### src/rtl/dig_pkg.sv
package dig_pkg;

   typedef enum logic [2:0] {
      CLS_INT_ALU   = 3'd0,
      CLS_INT_LOAD  = 3'd1,
      CLS_INT_STORE = 3'd2,
      CLS_FP_LOAD   = 3'd3,
      CLS_FP_STORE  = 3'd4,
      CLS_BRANCH    = 3'd5,
      CLS_FP_ALU    = 3'd6,
      CLS_RSVD      = 3'd7
   } op_class_e;

   // integer-side classes may occupy the first position of a pair
   function automatic logic cls_int_side(input logic [2:0] c);
      return (c <= 3'd5);
   endfunction

   function automatic logic cls_is_load(input logic [2:0] c);
      return (c == CLS_INT_LOAD) || (c == CLS_FP_LOAD);
   endfunction

   function automatic logic cls_fp_exec(input logic [2:0] c);
      return (c == CLS_FP_ALU);
   endfunction

endpackage

### src/rtl/dig_load_shadow.sv
module dig_load_shadow #(
   parameter int TAG_W = 6,
   parameter int DEPTH = 1,
   parameter int N_Q   = 4
) (
   input  logic             clk,
   input  logic             rst_n,
   input  logic             push_en,
   input  logic [TAG_W-1:0] push_tag,
   input  logic [N_Q-1:0]   q_en,
   input  logic [TAG_W-1:0] q_tag [N_Q],
   output logic [N_Q-1:0]   q_hit
);

   initial begin
      AST_SHADOW_DEPTH_RANGE: assert (DEPTH >= 1 && DEPTH <= 8)
         else $error("DEPTH must lie in 1..8");
      AST_QUERY_COUNT: assert (N_Q >= 1)
         else $error("N_Q must be at least 1");
   end

   // stage k holds the load that issued k+1 cycles ago
   logic             stg_vld [DEPTH];
   logic [TAG_W-1:0] stg_tag [DEPTH];

   always_ff @(posedge clk or negedge rst_n) begin
      if (!rst_n) begin
         stg_vld[0] <= 1'b0;
         stg_tag[0] <= '0;
      end else begin
         stg_vld[0] <= push_en;
         stg_tag[0] <= push_tag;
      end
   end

   for (genvar k = 1; k < DEPTH; k++) begin : g_stage
      always_ff @(posedge clk or negedge rst_n) begin
         if (!rst_n) begin
            stg_vld[k] <= 1'b0;
            stg_tag[k] <= '0;
         end else begin
            stg_vld[k] <= stg_vld[k-1];
            stg_tag[k] <= stg_tag[k-1];
         end
      end
   end

   for (genvar q = 0; q < N_Q; q++) begin : g_query
      logic hit_q;
      always_comb begin
         hit_q = 1'b0;
         for (int k = 0; k < DEPTH; k++) begin
            if (stg_vld[k] && (stg_tag[k] == q_tag[q])) hit_q = 1'b1;
         end
      end
      assign q_hit[q] = hit_q & q_en[q];

      AST_SHADOW_HIT: assert property (@(posedge clk) disable iff (!rst_n)
         ($past(push_en && rst_n) && q_en[q] && (q_tag[q] == $past(push_tag))) |-> q_hit[q])
         else $error("source in fresh load shadow not flagged");

      AST_DISABLED_SRC: assert property (@(posedge clk) disable iff (!rst_n)
         !q_en[q] |-> !q_hit[q])
         else $error("disabled source reported a hit");
   end

endmodule

### src/rtl/dig_pair_rules.sv
module dig_pair_rules
   import dig_pkg::*;
#(
   parameter int TAG_W = 6
) (
   input  logic [2:0]       s0_cls,
   input  logic             s0_wr_en,
   input  logic [TAG_W-1:0] s0_wr,
   input  logic [2:0]       s1_cls,
   input  logic             s1_rd_a_en,
   input  logic [TAG_W-1:0] s1_rd_a,
   input  logic             s1_rd_b_en,
   input  logic [TAG_W-1:0] s1_rd_b,
   output logic             pair_ok,
   output logic             same_raw
);

   logic s0_feeds;

   assign pair_ok  = cls_int_side(s0_cls) & cls_fp_exec(s1_cls);
   assign s0_feeds = cls_is_load(s0_cls) & s0_wr_en;
   assign same_raw = s0_feeds &
                     ((s1_rd_a_en & (s1_rd_a == s0_wr)) |
                      (s1_rd_b_en & (s1_rd_b == s0_wr)));

endmodule

### src/rtl/dig_issue_gate.sv
module dig_issue_gate
   import dig_pkg::*;
#(
   parameter  int REG_W       = 5,
   parameter  int LOAD_SHADOW = 1,
   localparam int TAG_W       = REG_W + 1
) (
   input  logic             clk,
   input  logic             rst_n,
   input  logic             pkt_vld,
   input  logic [2:0]       s0_cls,
   input  logic             s0_rd_a_en,
   input  logic [TAG_W-1:0] s0_rd_a,
   input  logic             s0_rd_b_en,
   input  logic [TAG_W-1:0] s0_rd_b,
   input  logic             s0_wr_en,
   input  logic [TAG_W-1:0] s0_wr,
   input  logic             s1_vld,
   input  logic [2:0]       s1_cls,
   input  logic             s1_rd_a_en,
   input  logic [TAG_W-1:0] s1_rd_a,
   input  logic             s1_rd_b_en,
   input  logic [TAG_W-1:0] s1_rd_b,
   output logic             issue0,
   output logic             issue1,
   output logic             stall
);

   localparam int N_SRC = 4;

   initial begin
      AST_REG_W_RANGE: assert (REG_W >= 1 && REG_W <= 8)
         else $error("REG_W must lie in 1..8");
   end

   logic [N_SRC-1:0] src_en;
   logic [TAG_W-1:0] src_tag [N_SRC];
   logic [N_SRC-1:0] src_hit;
   logic             pair_ok;
   logic             same_raw;
   logic             hold0;
   logic             hold1;
   logic             go0;
   logic             go1;
   logic             push_en;

   assign src_en     = {s1_rd_b_en, s1_rd_a_en, s0_rd_b_en, s0_rd_a_en};
   assign src_tag[0] = s0_rd_a;
   assign src_tag[1] = s0_rd_b;
   assign src_tag[2] = s1_rd_a;
   assign src_tag[3] = s1_rd_b;

   dig_load_shadow #(
      .TAG_W (TAG_W),
      .DEPTH (LOAD_SHADOW),
      .N_Q   (N_SRC)
   ) i_shadow (
      .clk      (clk),
      .rst_n    (rst_n),
      .push_en  (push_en),
      .push_tag (s0_wr),
      .q_en     (src_en),
      .q_tag    (src_tag),
      .q_hit    (src_hit)
   );

   dig_pair_rules #(
      .TAG_W (TAG_W)
   ) i_rules (
      .s0_cls     (s0_cls),
      .s0_wr_en   (s0_wr_en),
      .s0_wr      (s0_wr),
      .s1_cls     (s1_cls),
      .s1_rd_a_en (s1_rd_a_en),
      .s1_rd_a    (s1_rd_a),
      .s1_rd_b_en (s1_rd_b_en),
      .s1_rd_b    (s1_rd_b),
      .pair_ok    (pair_ok),
      .same_raw   (same_raw)
   );

   assign hold0   = |src_hit[1:0];
   assign hold1   = (|src_hit[3:2]) | same_raw | ~pair_ok;
   assign go0     = rst_n & pkt_vld & ~hold0;
   assign go1     = go0 & s1_vld & ~hold1;
   assign push_en = go0 & cls_is_load(s0_cls) & s0_wr_en;

   assign issue0 = go0;
   assign issue1 = go1;
   assign stall  = rst_n & pkt_vld & (~go0 | (s1_vld & ~go1));

   AST_RESET_QUIET: assert property (@(posedge clk)
      !rst_n |-> (!issue0 && !issue1 && !stall))
      else $error("activity during reset");

   AST_IDLE_QUIET: assert property (@(posedge clk) disable iff (!rst_n)
      !pkt_vld |-> (!issue0 && !issue1 && !stall))
      else $error("activity with no packet");

   AST_FULL_NO_STALL: assert property (@(posedge clk) disable iff (!rst_n)
      (issue0 && (issue1 || !s1_vld)) |-> !stall)
      else $error("stall with every instruction issued");

   AST_PAIR_FORMAT: assert property (@(posedge clk) disable iff (!rst_n)
      (pkt_vld && s1_vld && (!cls_int_side(s0_cls) || (s1_cls != CLS_FP_ALU))) |-> !issue1)
      else $error("illegal pair issued both positions");

   AST_SAME_PKT_RAW: assert property (@(posedge clk) disable iff (!rst_n)
      (pkt_vld && s1_vld && cls_is_load(s0_cls) && s0_wr_en &&
       s1_rd_a_en && (s1_rd_a == s0_wr)) |-> !issue1)
      else $error("second position read a same-packet load result");

   AST_ISSUE_ORDER: assert property (@(posedge clk) disable iff (!rst_n)
      issue1 |-> (issue0 && s1_vld))
      else $error("second position issued ahead of the first");

   AST_HOLD_STALLS: assert property (@(posedge clk) disable iff (!rst_n)
      (pkt_vld && !issue0) |-> stall)
      else $error("held first position without stall");

endmodule

### config.mk
export PLATFORM = sky130hd
export DESIGN_NAME = dig_issue_gate
export DESIGN_NICKNAME = d
export VERILOG_FILES = /design/src/rtl/dig_pkg.sv /design/src/rtl/dig_load_shadow.sv /design/src/rtl/dig_pair_rules.sv /design/src/rtl/dig_issue_gate.sv
export SDC_FILE = /design/constraint.sdc
export NUM_CORES = 1
export LEC_CHECK = 0
export ABC_AREA = 1
export BUFFER_PORTS_ARGS = -buffer_cell sky130_fd_sc_hd__buf_2
export CAP_MARGIN = 20
export CORE_MARGIN = 2
export CORE_UTILIZATION = 44
export CTS_CLUSTER_DIAMETER = 120
export DETAILED_ROUTE_END_ITERATION = 8
export GPL_TIMING_DRIVEN = 0
export PLACE_DENSITY_LB_ADDON = 0.05
export SYNTH_ARGS = -nofsm -noshare
export SYNTH_HDL_FRONTEND = slang
export SYNTH_SLANG_ARGS = --single-unit
### constraint.sdc
create_clock -name clk -period 1.82 [get_ports clk]
set_input_delay 0.364 -clock clk [delete_from_list [all_inputs] [get_ports clk]]
set_output_delay 0.364 -clock clk [all_outputs]
set_load 0.005 [all_outputs]
Word-level counts from Yosys, hierarchy flattened
Cells that the tools add are included.
{ "totals": {"regBits": 7, "output_inout_bits": 3, "word_cells": 49, "input_bits": 45} }
{ "classes": {"n_lt_le_gt_ge": 1, "muxes": 4, "bitwise": 26, "reduce_logical": 7, "n_eq_ne": 9} }
{ "op_table": {"columns": ["op", "n"], "rows": [
  ["$eq A6 B6 Y1", 6],
  ["$and A1 B1 Y1", 17],
  ["$not A1 Y1", 5],
  ["$logic_and A1 B1 Y1", 4],
  ["$mux W1", 4],
  ["$or A1 B1 Y1", 4],
  ["$reduce_or A2 Y1", 2],
  ["$eq A3 B1 Y1 const B", 1],
  ["$eq A3 B2 Y1 const B", 1],
  ["$eq A3 B3 Y1 const B", 1],
  ["$le A3 B3 Y1 const B", 1],
  ["$logic_or A1 B1 Y1", 1]
]} }

Longest topological paths before layout
{ "depth": {"depth_word": 13, "mapped_depth": 12} }

Cells and area by module
From an unflattened synthesis, not the netlist that was laid out.
{ "unflattened": {"cells_unflattened": 215, "area_unflattened_um2": 1006.0} }
{ "by_module_without_submodules": {"columns": ["mod", "n_inst", "cells_per_inst", "area_each_um2", "seq_area_each_um2"], "rows": [
  ["dig_load_shadow", 1, 131, 654.4, 175.2],
  ["dig_pair_rules", 1, 68, 267.8, 0.0],
  ["dig_issue_gate", 1, 16, 83.8, 0.0]
]} }

Least setup slack after synthesis
OpenSTA, ideal clock, no wires.
{ "synth_path": {"path_type": "flip-flop to output port", "startpoint": "register i_shadow.stg_tag[2] (netlist bit)", "endpoint": "output stall", "t_arrival_ns": 1.111, "path_stages_with_launch": 10, "path_slack_ns": 0.345, "required_time_ns": 1.456, "cell_sequence": "dfrtp_1 > inv_1 > o21ai_0 > nor3_1 > nand2_1 > nand2_1 > nand2_2 > nand2_1 > nand2_1 > nor2_2"} }
{ "synth_between": {"elab_chain_cells": 13, "word_cells_on_any_way": 30, "cone_classes": "eq/ne: 4; mux: 4; bitwise: 16; reduce/logical: 6"} }
{ "synth_rtl": {"columns": ["item", "line_no", "rtl"], "rows": [
  ["from (decl)", "dig_load_shadow.sv:24", "logic [TAG_W-1:0] stg_tag [DEPTH];"],
  ["$eq A6 B6 Y1", "dig_load_shadow.sv:53", "if (stg_vld[k] && (stg_tag[k] == q_tag[q])) hit_q = 1'b1;"],
  ["$logic_and A1 B1 Y1", "dig_load_shadow.sv:53", null],
  ["$mux W1", "dig_load_shadow.sv:53", null],
  ["$and A1 B1 Y1", "dig_load_shadow.sv:56", "assign q_hit[q] = hit_q & q_en[q];"],
  ["$reduce_or A2 Y1, on equally long branches", "dig_issue_gate.sv:82, dig_issue_gate.sv:83", null],
  ["$not A1 Y1 or $or A1 B1 Y1 (tied branches)", "dig_issue_gate.sv:84, dig_issue_gate.sv:83", null],
  ["$and A1 B1 Y1 or $or A1 B1 Y1 (tied branches)", "dig_issue_gate.sv:84, dig_issue_gate.sv:83", null],
  ["$and A1 B1 Y1 or $not A1 Y1 (tied branches)", "dig_issue_gate.sv:85", "assign go1 = go0 & s1_vld & ~hold1;"],
  ["$and A1 B1 Y1", "dig_issue_gate.sv:85", null],
  ["$not A1 Y1", "dig_issue_gate.sv:90", "assign stall = rst_n & pkt_vld & (~go0 | (s1_vld & ~go1));"],
  ["$and A1 B1 Y1", "dig_issue_gate.sv:90", null],
  ["$or A1 B1 Y1 (*)", "dig_issue_gate.sv:90", null],
  ["$and A1 B1 Y1 (*)", "dig_issue_gate.sv:90", null],
  ["to (decl)", "dig_issue_gate.sv:26", "output logic stall"]
]} }
Every way passes the cells marked *; elsewhere a longest branch is shown, timed or not.

Worst setup path in the final report
{ "layout_path": {"startpoint": "register i_shadow.stg_tag[0] (netlist bit)", "endpoint": "output stall"} }
The elaborated chain is that of the path after synthesis.

==> flow_summary.json <==
{
  "drtAntennaViolNets": 0,
  "wirelength_mm": 2.507,
  "wire_per_inst_um": 9.717,
  "min_period_over_period": 1.097,
  "reg2reg_depth": 10,
  "dpl.hpwl_mm": 1.993,
  "fin_nets": 277,
  "place_area_mm2": 0.001147,
  "maxCapViolCount": 0,
  "numCtsBuffers": 3,
  "p_leak_nw": 0.8046,
  "ys_ff_latch": 7,
  "stdcell_area_mm2": 0.001222,
  "status": "finished with violations",
  "synth_nets": 222,
  "yosysWarnings": 0,
  "crit_path_max_fanout": 6,
  "die_h_um": 48.68,
  "drtPass1Iterations": 4,
  "routed_via_density": 4.473,
  "rsz0062_at_grt": "yes",
  "startpoint_type": "flop",
  "ys_types": 16,
  "tns_ns": -0.3974,
  "hold_class": "in2reg",
  "max_freq_mhz": 500.8,
  "fin_ws_ns": -0.1768,
  "htreeDepth": 1,
  "placementRows": 16,
  "drt_iter0_drc": 25,
  "grt_max_degree": 8,
  "required_ns": 1.46,
  "grt_pass1_wl_mm": 4.098,
  "root_buffer": "clkbuf_4",
  "min_period_ns": 1.997,
  "netlist_area_um2": 878.3,
  "start_util": 0.4570,
  "finalSetupViolCount": 3,
  "grt_pass1_vias": 1033,
  "ys_seq_area_frac": 0.1994,
  "clockBufferDepth": 2,
  "die_w_um": 48.68,
  "instances_no_fill": 258,
  "grt.total_usage": 0.2201,
  "rr_endpoint": "i_shadow.stg_vld$_DFF_PN0_",
  "fill_cells": 210,
  "syn2layout_area_growth_pct": 39.17,
  "num_vias": 1154,
  "violations": "setup timing",
  "antenna_found_initial": 0,
  "crit_end": "stall",
  "path_clk_slew_ns": 0.05,
  "cts_sinks": 7,
  "syn_area_per_cell_um2": 4.962,
  "coreArea_mm2": 0.001922,
  "dpl.cell_count": 251,
  "place.gp.congestion": 0.9326,
  "worst_ep_arrival_time_ns": 1.63,
  "finClkSkew_ns": 0.0004292,
  "cts_tree": "yes",
  "critical_path_class": "reg2out",
  "crit_start": "i_shadow.stg_tag[0]$_DFF_PN0_",
  "maxSlewHeadroom": 0.7563,
  "portBuffers": 47,
  "netlist_instances": 177,
  "worstSkewPairLatency_ns": 0.27,
  "timing_hold_violations_final": 0,
  "final_cell_mix": "nand2_1 (85), buf_2 (47), inv_1 (33)",
  "pin_count": 48,
  "worstMarginPinSlew_ns": 0.3643,
  "antenna_cells": 0,
  "timing.rr.start": "i_shadow.stg_tag[0]$_DFF_PN0_",
  "drive_gt1_frac": 0.3030,
  "drc": 0,
  "dieArea_mm2": 0.002370,
  "r2r_slack_ns": 0.43,
  "critPathCaptureType": "output pin",
  "maxSlewViolCount": 0,
  "grt.overflow.total": 0,
  "final_common_cell": "nand2_1",
  "peakVddDrop_mv": 0.3011,
  "p_per_area_mw_per_mm2": 425.6
}
-- worst min-delay path by stage --
| stage | startpoint | endpoint | slack (ns) | depth (start not counted) |
|---|---|---|---|---|
| final | s0_wr[4] | i_shadow.stg_tag[4]$_DFF_PN0_ | 0.24 | 1 |
| after global routing | s0_wr[3] | i_shadow.stg_tag[3]$_DFF_PN0_ | 0.25 | 1 |
| after CTS | s0_wr[4] | i_shadow.stg_tag[4]$_DFF_PN0_ | 0.25 | 1 |
| after detailed placement | rst_n | i_shadow.stg_tag[4]$_DFF_PN0_ | 0.23 | 1 |
| after global placement | rst_n | i_shadow.stg_tag[0]$_DFF_PN0_ | 0.22 | 1 |
| after floorplan | rst_n | i_shadow.stg_tag[0]$_DFF_PN0_ | 0.07 | 0 |
-- critical path, cell delays in order, from the launching register on --
cell	delay, ns
dfrtp_2	0.42
inv_2	0.07
nand2_1	0.06
nand3_1	0.07
nor3_2	0.21
nand2_1	0.10
nand2_2	0.08
nand2_2	0.06
nand2_1	0.06
nand2_1	0.06
nor2_2	0.09
buf_2	0.10
-- final cells by class --
| type | instances | area, µm² | area share |
|---|---|---|---|
| Multi-Input combinational cell | 131 | 576.8 | 0.4719 |
| Inverter | 39 | 146.4 | 0.1198 |
| Tap cell | 27 | 33.78 | 0.02764 |
| Timing Repair Buffer | 50 | 260.3 | 0.2129 |
| Clock buffer | 4 | 26.28 | 0.02149 |
| Sequential cell | 7 | 178.9 | 0.1464 |
-- Yosys cell counts, drive strengths merged --
cell,instances,area share
nor3,6,0.034
nand2,89,0.39
xor2,1,0.010
nor2,13,0.061
inv,39,0.17
o21ai,6,0.034
nand3,8,0.046
a21oi,2,0.011
xnor2,3,0.030
dfrtp,7,0.20
nand4,1,0.0071
o22ai,2,0.014
-- routing by layer --
layer,share of wire,GRT usage,vias to the layer above
li1,-,-,632
met1,0.44,0.2708,474
met2,0.47,0.3790,43
met3,0.075,0.04012,5
met4,0.018,0.08571,0
met5,0,0,-
-- flip-flops by register name (all words and copies together), names as in the netlist --
name              flops
i_shadow.stg_tag      6
i_shadow.stg_vld      1
-- repair_timing --
action,4_1_cts,5_1_grt
hold buffers,1,0
pin swaps,0,3
endpoints found under the setup margin,3,3
buffers inserted,1,1
gates resized for setup,2,7
hold endpoints to repair,7,0
-- cells by family after synthesis --
logic type | synth area share
simple gates | 0.5342
buf+inv | 0.1667
compound gates | 0.05983
flops | 0.1994
xor+xnor | 0.03989
-- metrics by stage --
step                      setup WS (ns)  power, mW  hold WS, ns    util
final                           -0.1768     0.5202       0.2403  0.6361
after global routing            -0.2999     0.5601       0.2455  0.6361
after CTS                       -0.1713     0.5137       0.2455  0.6224
after detailed placement        0.06271     0.3569       0.2270  0.5970
after global placement          0.08546     0.3523       0.2181  0.5970
after floorplan                  0.3451     0.2717      0.06841       -
-- power by group --
part           switching, mW  internal, mW  leakage, nW  total, mW
Clock                 0.0685        0.0844       0.0150      0.153
Combinational          0.105        0.0878        0.709      0.193
Sequential            0.0106         0.164       0.0808      0.174
Total                  0.184         0.336        0.805      0.520
(Power assumes the default switching activity.)
